[config.mk]
export PLATFORM = sky130hd
export DESIGN_NAME = irq_preempt_ctrl
export DESIGN_NICKNAME = d
export VERILOG_FILES = /design/src/rtl/irq_pkg.sv /design/src/rtl/irq_pend.sv /design/src/rtl/irq_arb.sv /design/src/rtl/irq_stack.sv /design/src/rtl/irq_preempt_ctrl.sv
export SDC_FILE = /design/constraint.sdc
export NUM_CORES = 1
export LEC_CHECK = 0
export ABC_AREA = 1
export ABC_CLOCK_PERIOD_IN_PS = 20200
export BUFFER_PORTS_ARGS = -buffer_cell sky130_fd_sc_hd__buf_2
export CAP_MARGIN = 30
export CORE_ASPECT_RATIO = 0.6
export CORE_MARGIN = 2
export CORE_UTILIZATION = 55
export CTS_BUF_LIST = sky130_fd_sc_hd__clkbuf_16
export CTS_CLUSTER_SIZE = 40
export DETAILED_ROUTE_END_ITERATION = 12
export GPL_TIMING_DRIVEN = 1
export PLACE_DENSITY = 0.73
export SLEW_MARGIN = 5
export SYNTH_ARGS = -nofsm -noshare
export SYNTH_HDL_FRONTEND = slang
export SYNTH_SLANG_ARGS = --single-unit
[constraint.sdc]
create_clock -name clk_i -period 20.2 [get_ports clk_i]
set_clock_uncertainty 0.1 [all_clocks]
set_input_delay 5.05 -clock clk_i [delete_from_list [all_inputs] [get_ports clk_i]]
set_output_delay 5.05 -clock clk_i [all_outputs]
set_load 0.01 [all_outputs]
[src/rtl/irq_pkg.sv]
package irq_pkg;
  localparam int SYS_N    = 3;
  localparam int IRQ_BASE = 16;
  localparam int SPLIT_W  = 3;
  localparam int SETP_W   = 5;

  typedef enum logic [1:0] {
    SEL_NONE,
    SEL_PRIO,
    SEL_SPLIT,
    SEL_SETPEND
  } reg_sel_e;
endpackage

[src/rtl/irq_pend.sv]
module irq_pend #(
  parameter int N = 16
) (
  input  logic         clk_i,
  input  logic         rst_ni,
  input  logic [N-1:0] req_i,
  input  logic [N-1:0] set_i,
  input  logic [N-1:0] clr_i,
  output logic [N-1:0] pend_o
);
  logic [N-1:0] req_q, pend_q, set_now;

  assign set_now = (req_i & ~req_q) | set_i;

  always_ff @(posedge clk_i or negedge rst_ni) begin
    if (!rst_ni) begin
      req_q  <= '0;
      pend_q <= '0;
    end else begin
      req_q  <= req_i;
      pend_q <= (pend_q & ~clr_i) | set_now;  // a new set wins over a clear
    end
  end

  assign pend_o = pend_q;

  a_r2_clear_drops: assert property (@(posedge clk_i) disable iff (!rst_ni)
    ((clr_i & ~set_now) != '0) |=> ((pend_o & $past(clr_i & ~set_now)) == '0));
  a_r2_edge_sets: assert property (@(posedge clk_i) disable iff (!rst_ni)
    (set_now != '0) |=> ((pend_o & $past(set_now)) == $past(set_now)));
endmodule

[src/rtl/irq_arb.sv]
module irq_arb import irq_pkg::*; #(
  parameter int N_IRQ  = 16,
  parameter int PRIO_W = 4,
  parameter int LVL_W  = 5,
  parameter int EXC_W  = 6,
  localparam int IDX_W = $clog2(N_IRQ)
) (
  input  logic [SYS_N-1:0]   sys_pend_i,
  input  logic [N_IRQ-1:0]   irq_pend_i,
  input  logic [PRIO_W-1:0]  prio_i [N_IRQ],
  input  logic [SPLIT_W-1:0] split_i,
  output logic               win_valid_o,
  output logic               win_sys_o,
  output logic [IDX_W-1:0]   win_idx_o,
  output logic [EXC_W-1:0]   win_num_o,
  output logic [LVL_W-1:0]   win_lvl_o
);
  logic [SPLIT_W-1:0] sub_bits;
  logic [PRIO_W-1:0]  gmask, best;
  logic [IDX_W-1:0]   bidx;
  logic               found;

  assign sub_bits = (int'(split_i) > PRIO_W) ? SPLIT_W'(PRIO_W) : split_i;
  assign gmask    = {PRIO_W{1'b1}} << sub_bits;

  always_comb begin
    found = 1'b0;
    best  = '1;
    bidx  = '0;
    // descending scan with <= leaves the lowest index on a tie
    for (int i = N_IRQ - 1; i >= 0; i--) begin
      if (irq_pend_i[i] && (!found || prio_i[i] <= best)) begin
        found = 1'b1;
        best  = prio_i[i];
        bidx  = IDX_W'(i);
      end
    end
    win_valid_o = found;
    win_sys_o   = 1'b0;
    win_idx_o   = bidx;
    win_num_o   = EXC_W'(IRQ_BASE) + EXC_W'(bidx);
    win_lvl_o   = found ? LVL_W'(SYS_N) + LVL_W'(best & gmask) : '1;
    for (int s = SYS_N - 1; s >= 0; s--) begin
      if (sys_pend_i[s]) begin
        win_valid_o = 1'b1;
        win_sys_o   = 1'b1;
        win_idx_o   = IDX_W'(s);
        win_num_o   = EXC_W'(s + 1);
        win_lvl_o   = LVL_W'(s);
      end
    end
  end
endmodule

[src/rtl/irq_stack.sv]
module irq_stack #(
  parameter int DEPTH = 4,
  parameter int LVL_W = 5,
  localparam int CNT_W = $clog2(DEPTH + 1)
) (
  input  logic             clk_i,
  input  logic             rst_ni,
  input  logic             push_i,
  input  logic [LVL_W-1:0] push_lvl_i,
  input  logic             pop_i,
  output logic [LVL_W-1:0] top_lvl_o,
  output logic             full_o,
  output logic             empty_o
);
  logic [LVL_W-1:0] ent_q [DEPTH];
  logic [CNT_W-1:0] cnt_q;

  always_ff @(posedge clk_i or negedge rst_ni) begin
    if (!rst_ni) begin
      cnt_q <= '0;
      for (int i = 0; i < DEPTH; i++) ent_q[i] <= '0;
    end else if (push_i) begin
      cnt_q <= cnt_q + 1'b1;
      for (int i = 0; i < DEPTH; i++)
        if (cnt_q == CNT_W'(i)) ent_q[i] <= push_lvl_i;
    end else if (pop_i) begin
      cnt_q <= cnt_q - 1'b1;
    end
  end

  always_comb begin
    top_lvl_o = '1;
    for (int i = 0; i < DEPTH; i++)
      if (cnt_q == CNT_W'(i + 1)) top_lvl_o = ent_q[i];
  end

  assign full_o  = (cnt_q == CNT_W'(DEPTH));
  assign empty_o = (cnt_q == '0);

  a_r9_no_overflow: assert property (@(posedge clk_i) disable iff (!rst_ni)
    full_o |-> !push_i);
  a_r7_strict_nesting: assert property (@(posedge clk_i) disable iff (!rst_ni)
    (push_i && !empty_o) |-> (push_lvl_i < top_lvl_o));
  a_r8_pop_nonempty: assert property (@(posedge clk_i) disable iff (!rst_ni)
    pop_i |-> (!empty_o && !push_i));
  a_r3_push_on_top: assert property (@(posedge clk_i) disable iff (!rst_ni)
    push_i |=> (top_lvl_o == $past(push_lvl_i)));
endmodule

[src/rtl/irq_preempt_ctrl.sv]
module irq_preempt_ctrl import irq_pkg::*; #(
  parameter int N_IRQ  = 16,
  parameter int PRIO_W = 4,
  parameter int DEPTH  = 4,
  parameter int DATA_W = 8,
  localparam int ADDR_W = $clog2(N_IRQ + 2),
  localparam int LVL_W  = $clog2(SYS_N + (1 << PRIO_W) + 1),
  localparam int EXC_W  = $clog2(IRQ_BASE + N_IRQ + 1)
) (
  input  logic              clk_i,
  input  logic              rst_ni,
  input  logic [SYS_N-1:0]  sys_req_i,
  input  logic [N_IRQ-1:0]  irq_i,
  input  logic              wr_en_i,
  input  logic [ADDR_W-1:0] wr_addr_i,
  input  logic [DATA_W-1:0] wr_data_i,
  input  logic              exc_ret_i,
  output logic              take_o,
  output logic [EXC_W-1:0]  take_num_o,
  output logic [LVL_W-1:0]  exec_level_o,
  output logic              stack_err_o
);
  localparam int IDX_W = $clog2(N_IRQ);

  reg_sel_e           sel;
  logic [PRIO_W-1:0]  prio_q [N_IRQ];
  logic [SPLIT_W-1:0] split_q;
  logic [N_IRQ-1:0]   sw_set, irq_clr, irq_pend;
  logic [SYS_N-1:0]   sys_clr, sys_pend;
  logic               win_valid, win_sys;
  logic [IDX_W-1:0]   win_idx;
  logic [EXC_W-1:0]   win_num;
  logic [LVL_W-1:0]   win_lvl, top_lvl;
  logic               st_full, st_empty, wants, accept, blocked, pop;
  logic               take_q, err_q;
  logic [EXC_W-1:0]   num_q;

  always_comb begin
    sel = SEL_NONE;
    if (wr_en_i) begin
      if (int'(wr_addr_i) < N_IRQ)       sel = SEL_PRIO;
      else if (int'(wr_addr_i) == N_IRQ) sel = SEL_SPLIT;
      else if (int'(wr_addr_i) == N_IRQ + 1) sel = SEL_SETPEND;
    end
  end

  always_ff @(posedge clk_i or negedge rst_ni) begin
    if (!rst_ni) begin
      split_q <= '0;
      for (int i = 0; i < N_IRQ; i++) prio_q[i] <= '0;
    end else begin
      if (sel == SEL_SPLIT) split_q <= wr_data_i[SPLIT_W-1:0];
      for (int i = 0; i < N_IRQ; i++)
        if (sel == SEL_PRIO && wr_addr_i == ADDR_W'(i)) prio_q[i] <= wr_data_i[PRIO_W-1:0];
    end
  end

  for (genvar g = 0; g < N_IRQ; g++) begin : g_irq_ctl
    assign sw_set[g]  = (sel == SEL_SETPEND) && (wr_data_i[SETP_W-1:0] == SETP_W'(g));
    assign irq_clr[g] = accept && !win_sys && (win_idx == IDX_W'(g));
  end
  for (genvar s = 0; s < SYS_N; s++) begin : g_sys_ctl
    assign sys_clr[s] = accept && win_sys && (win_idx == IDX_W'(s));
  end

  irq_pend #(.N(SYS_N)) u_sys_pend (
    .clk_i, .rst_ni, .req_i(sys_req_i), .set_i('0), .clr_i(sys_clr), .pend_o(sys_pend)
  );
  irq_pend #(.N(N_IRQ)) u_irq_pend (
    .clk_i, .rst_ni, .req_i(irq_i), .set_i(sw_set), .clr_i(irq_clr), .pend_o(irq_pend)
  );

  irq_arb #(.N_IRQ(N_IRQ), .PRIO_W(PRIO_W), .LVL_W(LVL_W), .EXC_W(EXC_W)) u_arb (
    .sys_pend_i(sys_pend), .irq_pend_i(irq_pend), .prio_i(prio_q), .split_i(split_q),
    .win_valid_o(win_valid), .win_sys_o(win_sys), .win_idx_o(win_idx),
    .win_num_o(win_num), .win_lvl_o(win_lvl)
  );

  // a return cycle never accepts, so the comparison always uses a settled top
  assign wants   = win_valid && (win_lvl < top_lvl) && !exc_ret_i;
  assign accept  = wants && !st_full;
  assign blocked = wants && st_full;
  assign pop     = exc_ret_i && !st_empty;

  irq_stack #(.DEPTH(DEPTH), .LVL_W(LVL_W)) u_stack (
    .clk_i, .rst_ni, .push_i(accept), .push_lvl_i(win_lvl), .pop_i(pop),
    .top_lvl_o(top_lvl), .full_o(st_full), .empty_o(st_empty)
  );

  always_ff @(posedge clk_i or negedge rst_ni) begin
    if (!rst_ni) begin
      take_q <= 1'b0;
      num_q  <= '0;
      err_q  <= 1'b0;
    end else begin
      take_q <= accept;
      if (accept) num_q <= win_num;
      if (blocked) err_q <= 1'b1;
    end
  end

  assign take_o       = take_q;
  assign take_num_o   = num_q;
  assign exec_level_o = top_lvl;
  assign stack_err_o  = err_q;

  a_r3_take_nonidle: assert property (@(posedge clk_i) disable iff (!rst_ni)
    take_o |-> (exec_level_o != '1));
  a_r9_err_sticky: assert property (@(posedge clk_i) disable iff (!rst_ni)
    stack_err_o |=> stack_err_o);
  a_r5_winner_pending: assert property (@(posedge clk_i) disable iff (!rst_ni)
    (win_valid && !win_sys) |-> irq_pend[win_idx]);
  a_r4_sys_first: assert property (@(posedge clk_i) disable iff (!rst_ni)
    (sys_pend != '0) |-> (win_valid && win_sys));
endmodule

==> impl_metrics.tcl, run 1 <==
set metrics [dict create \
    num_rows 35 \
    met1_usage 0.428 \
    grt_pass1_wl_mm 37.5 \
    grt_pass1_vias 7456 \
    cpMostUsedCell "nand2_1" \
    cp_max_fo 8 \
    cts_sinks 135 \
    grt_max_degree 74 \
    synth_cell_types 46 \
    ys.flop_type "dfrtp_1" \
    drcViolationCount 0 \
    worstMarginPinSlew_ps 908 \
    yosysWarnings 0 \
    wl_per_cell_um 16.2 \
    drt_wl_total_mm 24.2 \
    busiest_layer "met1" \
    setup_viol 0 \
    hold_buffers 0 \
    clk_latency_ps 420 \
    synthesis.nets 1230 \
    arrival_ps 19280 \
    register_area_mm2 0.00338 \
    r2r_cells 153 \
    grt_overflow 0 \
    port_buffers 44 \
    met2_usage 0.418 \
    hp-class "flip-flop to flip-flop" \
    placed_area_mm2 0.00961 \
    drive_above_1_share 0.227 \
    root_buffer "clkbuf_16" \
    use_met3 0.0475 \
    worstPathRequired_ps 20400 \
    cts_tree "yes" \
    first_iter_violations 797 \
    synth.top_cell.area_share 0.391 \
    critPathCaptureType "flip-flop" \
    grtUsageTotal 0.282 \
    die_x_um 166 \
    finalMaxSlewViolations 0 \
    antenna_found_initial 0 \
    vias 8167 \
    min_period_ps 19090 \
    synthToLayoutAreaGrowth_pct 23.9 \
    max_freq_ghz 0.0524 \
    synth-async-reset-ratio 1.00 \
    design.die.area_mm2 0.0167 \
    syn_inst 1126 \
    h-tree-depth 4 \
    syn_area_mm2 0.00863 \
    start_util 0.563 \
    dp_hpwl_mm 16.9 \
    max-slew-margin-rel 0.394 \
    synth_top_area_cell "dfrtp_1" \
    yosys-top-cells-area "dfrtp_1 (39%), nand2_1 (14%), ha_1 (9.9%)" \
    fin_nets 1379 \
    worstSetupPathType "flip-flop to flip-flop" \
    core_area_mm2 0.0153 \
    synth-seq-cells 135 \
    cp_slowest_stage_delay_ps 390 \
    drv_cap 0 \
    ys_seq_area_frac 0.391 \
    start_kind "flip-flop" \
    crit_slowest_cell "dfrtp_1" \
    pin_count 49 \
    postRouteAntennaNets 0 \
    synth_edf_count 0 \
    cts_buffer_depth 2 \
    fp.dieH_um 101 \
    antenna_cells 0 \
    multi_input_area_mm2 0.00477 \
    clk_pin_slew_worst_paths_ps 70 \
    final_area_mm2 0.0107 \
    min_delay_path_depth 1 \
    routabilityCongestion 0.862 \
    period_share 0.945 \
    dr.pass1.iters 7 \
    syn_avg_cell_area_um2 7.67 \
    hold_violations 0 \
    nFillCells 1239 \
    cts_buffers 17 \
    vias_per_cell 5.48 \
    status "complete, no violations" \
]
## stage by stage
step / cells / setup TNS [ps] / setup slack, ps / util / hold WS, ps
floorplan: 1126 / 0 / 2460 / - / 292
global placement: 1433 / 0 / 575 / 0.627 / 301
detailed placement: 1433 / 0 / 124 / 0.627 / 300
CTS: 1465 / 0 / 18.4 / 0.666 / 310
global route: 1491 / -12520 / -299 / 0.698 / 316
finish: 1491 / 0 / 1110 / 0.698 / 307
## critical path, delay by kind of cell, from the launching register on
kind	cells	cell delay, ps
buffers and inverters	28	2300
adders and majority gates	17	4730
and+or+nand+nor	76	7240
AOI/OAI and AO/OA	32	4170
DFF	1	390
## final timing paths
check	to	start	slack [ps]
worst max-delay path	u_irq_pend.pend_o[9]	u_irq_pend.pend_o[15]	1110
worst min-delay path	u_sys_pend.pend_o[2]	u_sys_pend.req_q[2]	310
worst max register to register	u_irq_pend.pend_o[9]	u_irq_pend.pend_o[15]	1110
worst min register to register	u_sys_pend.pend_o[2]	u_sys_pend.req_q[2]	310
max in group asynchronous	u_irq_pend.req_q[12]	rst_ni	14540
min in group asynchronous	prio_q[33]	rst_ni	4510
## sequential cells by signal, summed over array words and instances, names as in the netlist
name	flops
prio_q	64
split_q	3
stack_err_o	1
take_num_o	5
take_o	1
u_irq_pend.pend_o	16
u_irq_pend.req_q	16
u_stack.cnt_q	3
u_stack.ent_q	20
u_sys_pend.pend_o	3
u_sys_pend.req_q	3
## Yosys cell counts (2+ instances only)
master,n
buf_2,7
nor2_4,4
nand3_1,55
o21bai_2,9
o211ai_1,2
nor4_1,2
o21ai_1,17
nand3_2,12
nand2_2,16
dfrtp_1,135
ha_1,68
xor2_1,2
o21ai_0,129
nand2_1,312
a22oi_1,9
o21a_1,3
or2_0,2
inv_1,160
a32oi_1,14
inv_2,6
nor2_1,57
nor3_1,6
or2_2,4
a21oi_1,24
o22ai_1,6
buf_6,3
nor2_2,5
o21bai_1,17
clkbuf_1,6
o21ai_2,3
nand4_1,8
or2_1,4
nand2_4,5
buf_4,2
## cell type report
| cell class | instances | area share |
|---|---|---|
| Clock buffer | 17 | 0.0398 |
| Clock inverter | 15 | 0.0165 |
| Inverter | 167 | 0.0593 |
| Multi-Input combinational cell | 809 | 0.446 |
| Sequential cell | 135 | 0.316 |
| Tap cell | 203 | 0.0237 |
| Timing Repair Buffer | 145 | 0.0989 |
## cell usage in the layout (no fill, tap or decap), types with 10 or more instances in the layout
cell / count
nand2_2: 17
a32oi_1: 13
nand2_1: 299
clkbuf_16: 19
o21bai_1: 16
nand3_1: 49
a21oi_1: 23
inv_2: 10
nand3_2: 17
ha_1: 66
o21ai_1: 35
inv_1: 155
buf_4: 94
o21ai_2: 13
buf_2: 43
dfrtp_1: 135
o21ai_0: 100
nand2_4: 19
nor2_1: 54
## layer usage
layer	vias to the layer above	part of all wire	wire [um]
li1	4001	-	-
met1	3826	0.49	12000
met2	310	0.43	10300
met3	30	0.066	1610
met4	0	0.013	324
met5	-	0	0
## kinds of logic after synthesis
family | after synthesis | synth area share
adder cells (fa/ha/maj) | 68 | 0.0986
other | 1 | 0.000434
AND/OR/NAND/NOR | 495 | 0.257
XOR/XNOR | 2 | 0.00203
flip-flops | 135 | 0.391
AO/OA/AOI/OAI | 240 | 0.166
buffers and inverters | 185 | 0.0852
## what timing repair did
action | CTS | global route
setup buffers | 0 | 19
gates cloned | 0 | 5
pin swaps | 0 | 46
setup endpoints to repair | 16 | 49
resized for setup | 1 | 92
Power of run 1 is left out: the tool's default activity adds up to more than one toggle a clock period on the data nets, which glitch-free logic cannot reach.
==> inputs of run 2 (changes only) <==
--- a/config.mk
+++ b/config.mk
@@ -12,11 +12,11 @@
 export CORE_ASPECT_RATIO = 0.6
 export CORE_MARGIN = 2
 export CORE_UTILIZATION = 55
-export CTS_BUF_LIST = sky130_fd_sc_hd__clkbuf_16
+export CTS_BUF_LIST = sky130_fd_sc_hd__clkbuf_4 sky130_fd_sc_hd__clkbuf_8
 export CTS_CLUSTER_SIZE = 40
 export DETAILED_ROUTE_END_ITERATION = 12
 export GPL_TIMING_DRIVEN = 1
-export PLACE_DENSITY = 0.73
+export PLACE_DENSITY = 0.78
 export SLEW_MARGIN = 5
 export SYNTH_ARGS = -nofsm -noshare
 export SYNTH_HDL_FRONTEND = slang
==> run 2 against run 1 <==
Flip-flop and latch count is the same. Worst hold slack better by 22 ps. Wire length is 2.9% lower. Die area did not move. Global-route usage up 0.41 points. Fmax is 1.8% higher.
==> impl_metrics.tcl, run 2 (synthesis gave the netlist of run 1 again) <==
set metrics [dict create \
    status "complete, no violations" \
    top_register "prio_q" \
    vias 8006 \
    grt_pass1_vias 7609 \
    grt_overflow 0 \
    antenna_cells 0 \
    fp.dieH_um 101 \
    port_buffers 44 \
    r2r_slack_ps 1460 \
    vias_per_cell 5.49 \
    final_area_mm2 0.0101 \
    design.die.area_mm2 0.0167 \
    hold_buffers 0 \
    root_buffer "clkbuf_8" \
    max_freq_ghz 0.0534 \
    max-slew-margin-rel 0.368 \
    crit_family "simple AND/OR/NAND/NOR gates" \
    fin_setup_tns_ps 0 \
    start_kind "flip-flop" \
    dr.pass1.iters 8 \
    cp_slowest_stage_delay_ps 400 \
    dp_hpwl_mm 17.1 \
    fin_nets 1346 \
    final_common_cell "nand2_1" \
    grt_max_degree 78 \
    cpMostUsedCell "nand2_1" \
    clk_pin_slew_worst_paths_ps 100 \
    hold_violations 0 \
    die_x_um 166 \
    num_rows 35 \
    finalMaxSlewViolations 0 \
    clk_latency_ps 470 \
    crit_slowest_cell "dfrtp_1" \
    largest_reg_flops 64 \
    worstPathRequired_ps 20470 \
    cts_buffers 17 \
    antenna_found_initial 0 \
    final_cell_mix "nand2_1 (300), inv_1 (157), dfrtp_1 (135)" \
    hp-class "flip-flop to flip-flop" \
    routabilityCongestion 0.853 \
    core_area_mm2 0.0153 \
    cts_buffer_depth 2 \
    cts_tree "yes" \
    grtUsageTotal 0.286 \
    utilization 0.661 \
    critPathCaptureType "flip-flop" \
    period_share 0.928 \
    cp_max_fo 12 \
    drcViolationCount 0 \
    worstSetupPathType "flip-flop to flip-flop" \
    worstMarginPinSlew_ps 939 \
    placed_area_mm2 0.00950 \
    postRouteAntennaNets 0 \
    arrival_ps 19010 \
    first_iter_violations 864 \
    synthToLayoutAreaGrowth_pct 17.3 \
    wl_per_cell_um 16.1 \
    drv_cap 0 \
    largestRegisters "prio_q: 64 flops, u_stack.ent_q: 20 flops" \
    start_util 0.563 \
    drt_wl_total_mm 23.5 \
    grt_pass1_wl_mm 37.8 \
    cp_num_buf_inv 22 \
    min_period_ps 18740 \
    h-tree-depth 4 \
    cts_sinks 135 \
    pin_count 49 \
    nFillCells 1259 \
    drive_above_1_share 0.195 \
    setup_viol 0 \
]
[run 2: changes by cell type in the layout (fill, tap and decap cells not counted), moves of 4 or more]
| cell | change |
|---|---|
| o21ai_0 | +7 |
| clkbuf_8 | +17 |
| o21ai_1 | -4 |
| clkbuf_16 | -19 |
| buf_4 | -29 |
[run 2: final timing paths]
path                                  startpoint                    to  cells past startpoint
min in group asynchronous                 rst_ni            prio_q[39]                      1
hold / removal               u_sys_pend.req_q[2]  u_sys_pend.pend_o[2]                      1
setup / recovery           u_irq_pend.pend_o[15]     u_stack.ent_q[15]                    150
setup reg to reg           u_irq_pend.pend_o[15]     u_stack.ent_q[15]                    150
max in group asynchronous                 rst_ni         take_num_o[2]                      3
hold reg to reg              u_sys_pend.req_q[2]  u_sys_pend.pend_o[2]                      1
[run 2: worst reg2reg max path: cells and delay by family (launching register included)]
kind            cells  cell delay (ps)
compound gates     37             5190
fa+ha+maj          17             4610
buf+inv            22             1680
flops               1              400
simple gates       74             6670
[run 2: cell type report]
type	instances	area [um^2]	area share
multi-input cells	810	4690	0.463
flip-flops and latches	135	3380	0.334
repair buffers	111	762	0.0752
inverters	167	629	0.0621
well taps	203	254	0.0251
clock buffers	17	234	0.0231
clock inverters	15	178	0.0175
[run 2: repair_timing]
item | 4_1_cts | 5_1_grt
pin swaps | 0 | 16
buffers inserted | 0 | 2
setup endpoints to repair | 15 | 49
cloned | 0 | 4
gates resized for setup | 1 | 62
[run 2: per-layer routing]
metal | share of wire | wire length [um] | track usage | vias up
met5 | 0 | 0 | 0 | -
met4 | 0.017 | 391 | 0.0796 | 0
met3 | 0.074 | 1730 | 0.0448 | 44
met2 | 0.42 | 9960 | 0.435 | 278
met1 | 0.49 | 11400 | 0.427 | 3758
li1 | - | - | - | 3926
[run 2: through the flow]
step,hold slack (ps),worst slack (ps),instances
after floorplan,292,2460,1126
after global placement,310,554,1419
after detailed placement,309,75.2,1419
after CTS,335,48.8,1451
after global routing,343,-127,1458
final,330,1460,1458
Power of run 2 is left out for the same reason.
==> inputs of run 3 (changes only) <==
--- a/config.mk
+++ b/config.mk
@@ -20,4 +20,5 @@
 export SLEW_MARGIN = 5
 export SYNTH_ARGS = -nofsm -noshare
 export SYNTH_HDL_FRONTEND = slang
+export SYNTH_HIERARCHICAL = 1
 export SYNTH_SLANG_ARGS = --single-unit
==> run 3 against run 2 <==
Cell count grew 10%. Synthesized area grew 11%. Via count grew 5.9%. Die area grew 10%. Wire length grew 2.9%.
==> impl_metrics.tcl, run 3 <==
set metrics [dict create \
    core_area_mm2 0.0171 \
    num_rows 37 \
    grt_overflow 0 \
    top_register "prio_q" \
    grt_pass1_vias 7596 \
    routabilityCongestion 0.925 \
    synthTopCellsByCount "nand2_1 (314), inv_1 (223), dfrtp_1 (136), o21ai_0 (112), nor2_1 (90)" \
    synth.top_cell.area_share 0.356 \
    grt_max_degree 74 \
    design.die.area_mm2 0.0185 \
    cts_buffers 17 \
    final_cell_mix "nand2_1 (311), inv_1 (222), dfrtp_1 (135)" \
    vias 8481 \
    clk_pin_slew_worst_paths_ps 100 \
    largestRegisters "prio_q: 64 flops, u_stack/ent_q: 20 flops" \
    register_area_mm2 0.00340 \
    whs_endpoint "take_num_o[3]" \
    arrival_ps 19010 \
    period_share 0.928 \
    vias_per_cell 5.29 \
    postRouteAntennaNets 0 \
    syn_inst 1290 \
    largest_reg_flops 64 \
    worstSetupPathType "flip-flop to flip-flop" \
    cp_max_fo 11 \
    start_util 0.560 \
    grt_pass1_wl_mm 38.9 \
    cts_tree "yes" \
    worstMarginPinSlew_ps 944 \
    dp_hpwl_mm 17.8 \
    clk_latency_ps 460 \
    synth_top_area_cell "dfrtp_1" \
    drv_cap 0 \
    regToRegStartpoint "u_irq_pend/pend_o[15]" \
    worstPathRequired_ps 20470 \
    max_freq_ghz 0.0534 \
    rr_endpoint "u_stack/ent_q[0]" \
    status "complete, no violations" \
    hp-class "flip-flop to flip-flop" \
    hold_path.startpoint "take_num_o[3]" \
    multi_input_area_mm2 0.00521 \
    hold_violations 0 \
    syn_avg_cell_area_um2 7.41 \
    antenna_cells 0 \
    start_kind "flip-flop" \
    synth_cell_types 41 \
    synth-seq-cells 136 \
    fin_setup_tns_ps 0 \
    drcViolationCount 0 \
    min_period_ps 18740 \
    first_iter_violations 830 \
    synthToLayoutAreaGrowth_pct 11.5 \
    synth.most_common_cell "nand2_1" \
    antenna_found_initial 0 \
    fp.dieH_um 106 \
    crit_slowest_cell "dfrtp_2" \
    finalMaxSlewViolations 0 \
    yosys-top-cells-area "dfrtp_1 (36%), nand2_1 (12%), inv_1 (8.8%)" \
    cpMostUsedCell "nand2_1" \
    cts_sinks 136 \
    yosysWarnings 6 \
    cts_buffer_depth 2 \
    fin_nets 1451 \
    ys.flop_type "dfrtp_1" \
    setup_viol 0 \
    syn_area_mm2 0.00956 \
    r2r_slack_ps 1460 \
    ys_seq_area_frac 0.356 \
    port_buffers 45 \
    final_common_cell "nand2_1" \
    root_buffer "clkbuf_8" \
    max-slew-margin-rel 0.366 \
    pin_count 49 \
    die_x_um 174 \
    synth-async-reset-ratio 1.00 \
    drt_wl_total_mm 24.2 \
    critPathCaptureType "flip-flop" \
    wl_per_cell_um 15.1 \
    nFillCells 1469 \
    drive_above_1_share 0.196 \
    cp_slowest_stage_delay_ps 420 \
    dr.pass1.iters 7 \
    h-tree-depth 4 \
    synth_edf_count 0 \
    min_delay_path_depth 2 \
    r2r_cells 146 \
    grtUsageTotal 0.268 \
]
-- run 3: changes by cell type after synthesis, sizes merged, moves of 10 or more --
cell	before	now
nand2	333	391
a32oi	14	0
nand3	68	111
inv	167	231
a21oi	24	13
o21ai	149	134
nand4	9	31
nor2	66	105
ha	68	58
-- run 3: kinds of logic after synthesis --
| group | count (synthesis) | synth area share |
|---|---|---|
| xor+xnor | 3 | 0.00275 |
| flops | 136 | 0.356 |
| fa+ha+maj | 58 | 0.0759 |
| other cells | 2 | 0.000785 |
| simple gates | 651 | 0.344 |
| compound gates | 184 | 0.108 |
| buf+inv | 256 | 0.112 |
-- run 3: what timing repair did --
item,4_1_cts,5_1_grt
hold buffers,0,0
pin swaps,0,8
endpoints found under the setup margin,48,50
buffers inserted,0,14
gates resized for setup,8,47
-- run 3: worst max path at each step --
| stage | startpoint | endpoint | slack [ps] | cells after the start |
|---|---|---|---|---|
| after global placement | u_irq_pend/pend_o[15] | u_irq_pend/pend_o[5] | 260 | 141 |
| after detailed placement | u_irq_pend/pend_o[15] | u_irq_pend/pend_o[5] | -330 | 141 |
| after global routing | u_irq_pend/pend_o[15] | u_stack/ent_q[5] | -4 | 151 |
| final | u_irq_pend/pend_o[15] | u_stack/ent_q[0] | 1460 | 146 |
| after CTS | u_irq_pend/pend_o[15] | u_irq_pend/pend_o[5] | 40 | 145 |
| after floorplan | u_irq_pend/pend_o[15] | u_stack/ent_q[1] | 2680 | 154 |
-- run 3: layout make-up --
| type | count | area share |
|---|---|---|
| Timing Repair Buffer | 66 | 0.0380 |
| Multi-Input combinational cell | 900 | 0.488 |
| Clock buffer | 18 | 0.0232 |
| Clock inverter | 14 | 0.0198 |
| Inverter | 236 | 0.0838 |
| Sequential cell | 136 | 0.319 |
| Tap cell | 234 | 0.0275 |
-- run 3: worst max-delay path: cells and delay by family (launching register included) --
kind,cells,cell delay (ps)
AND/OR/NAND/NOR,78,7490
adder cells (fa/ha/maj),17,5000
AO/OA/AOI/OAI,32,4320
buffers and inverters,19,1270
flip-flops,1,420
-- run 3: per-layer routing --
metal  vias up  track usage  part of all wire
met2       293        0.365              0.39
met4         0       0.0606            0.0098
met1      3938        0.426              0.52
met5         -            0                 0
met3        28       0.0554             0.079
li1       4222            -                 -
-- run 3: through the flow --
step | cell area (um^2) | setup slack, ps | instances | hold slack (ps) | utilization
final | 10700 | 1460 | 1604 | 383 | 0.624
after global routing | 10700 | -3.50 | 1604 | 413 | 0.624
after CTS | 10400 | 35.3 | 1590 | 384 | 0.611
after detailed placement | 9960 | -329 | 1558 | 360 | 0.583
after global placement | 9960 | 264 | 1558 | 354 | 0.583
after floorplan | 9570 | 2680 | 1292 | 346 | -
Power of run 3 is left out for the same reason.
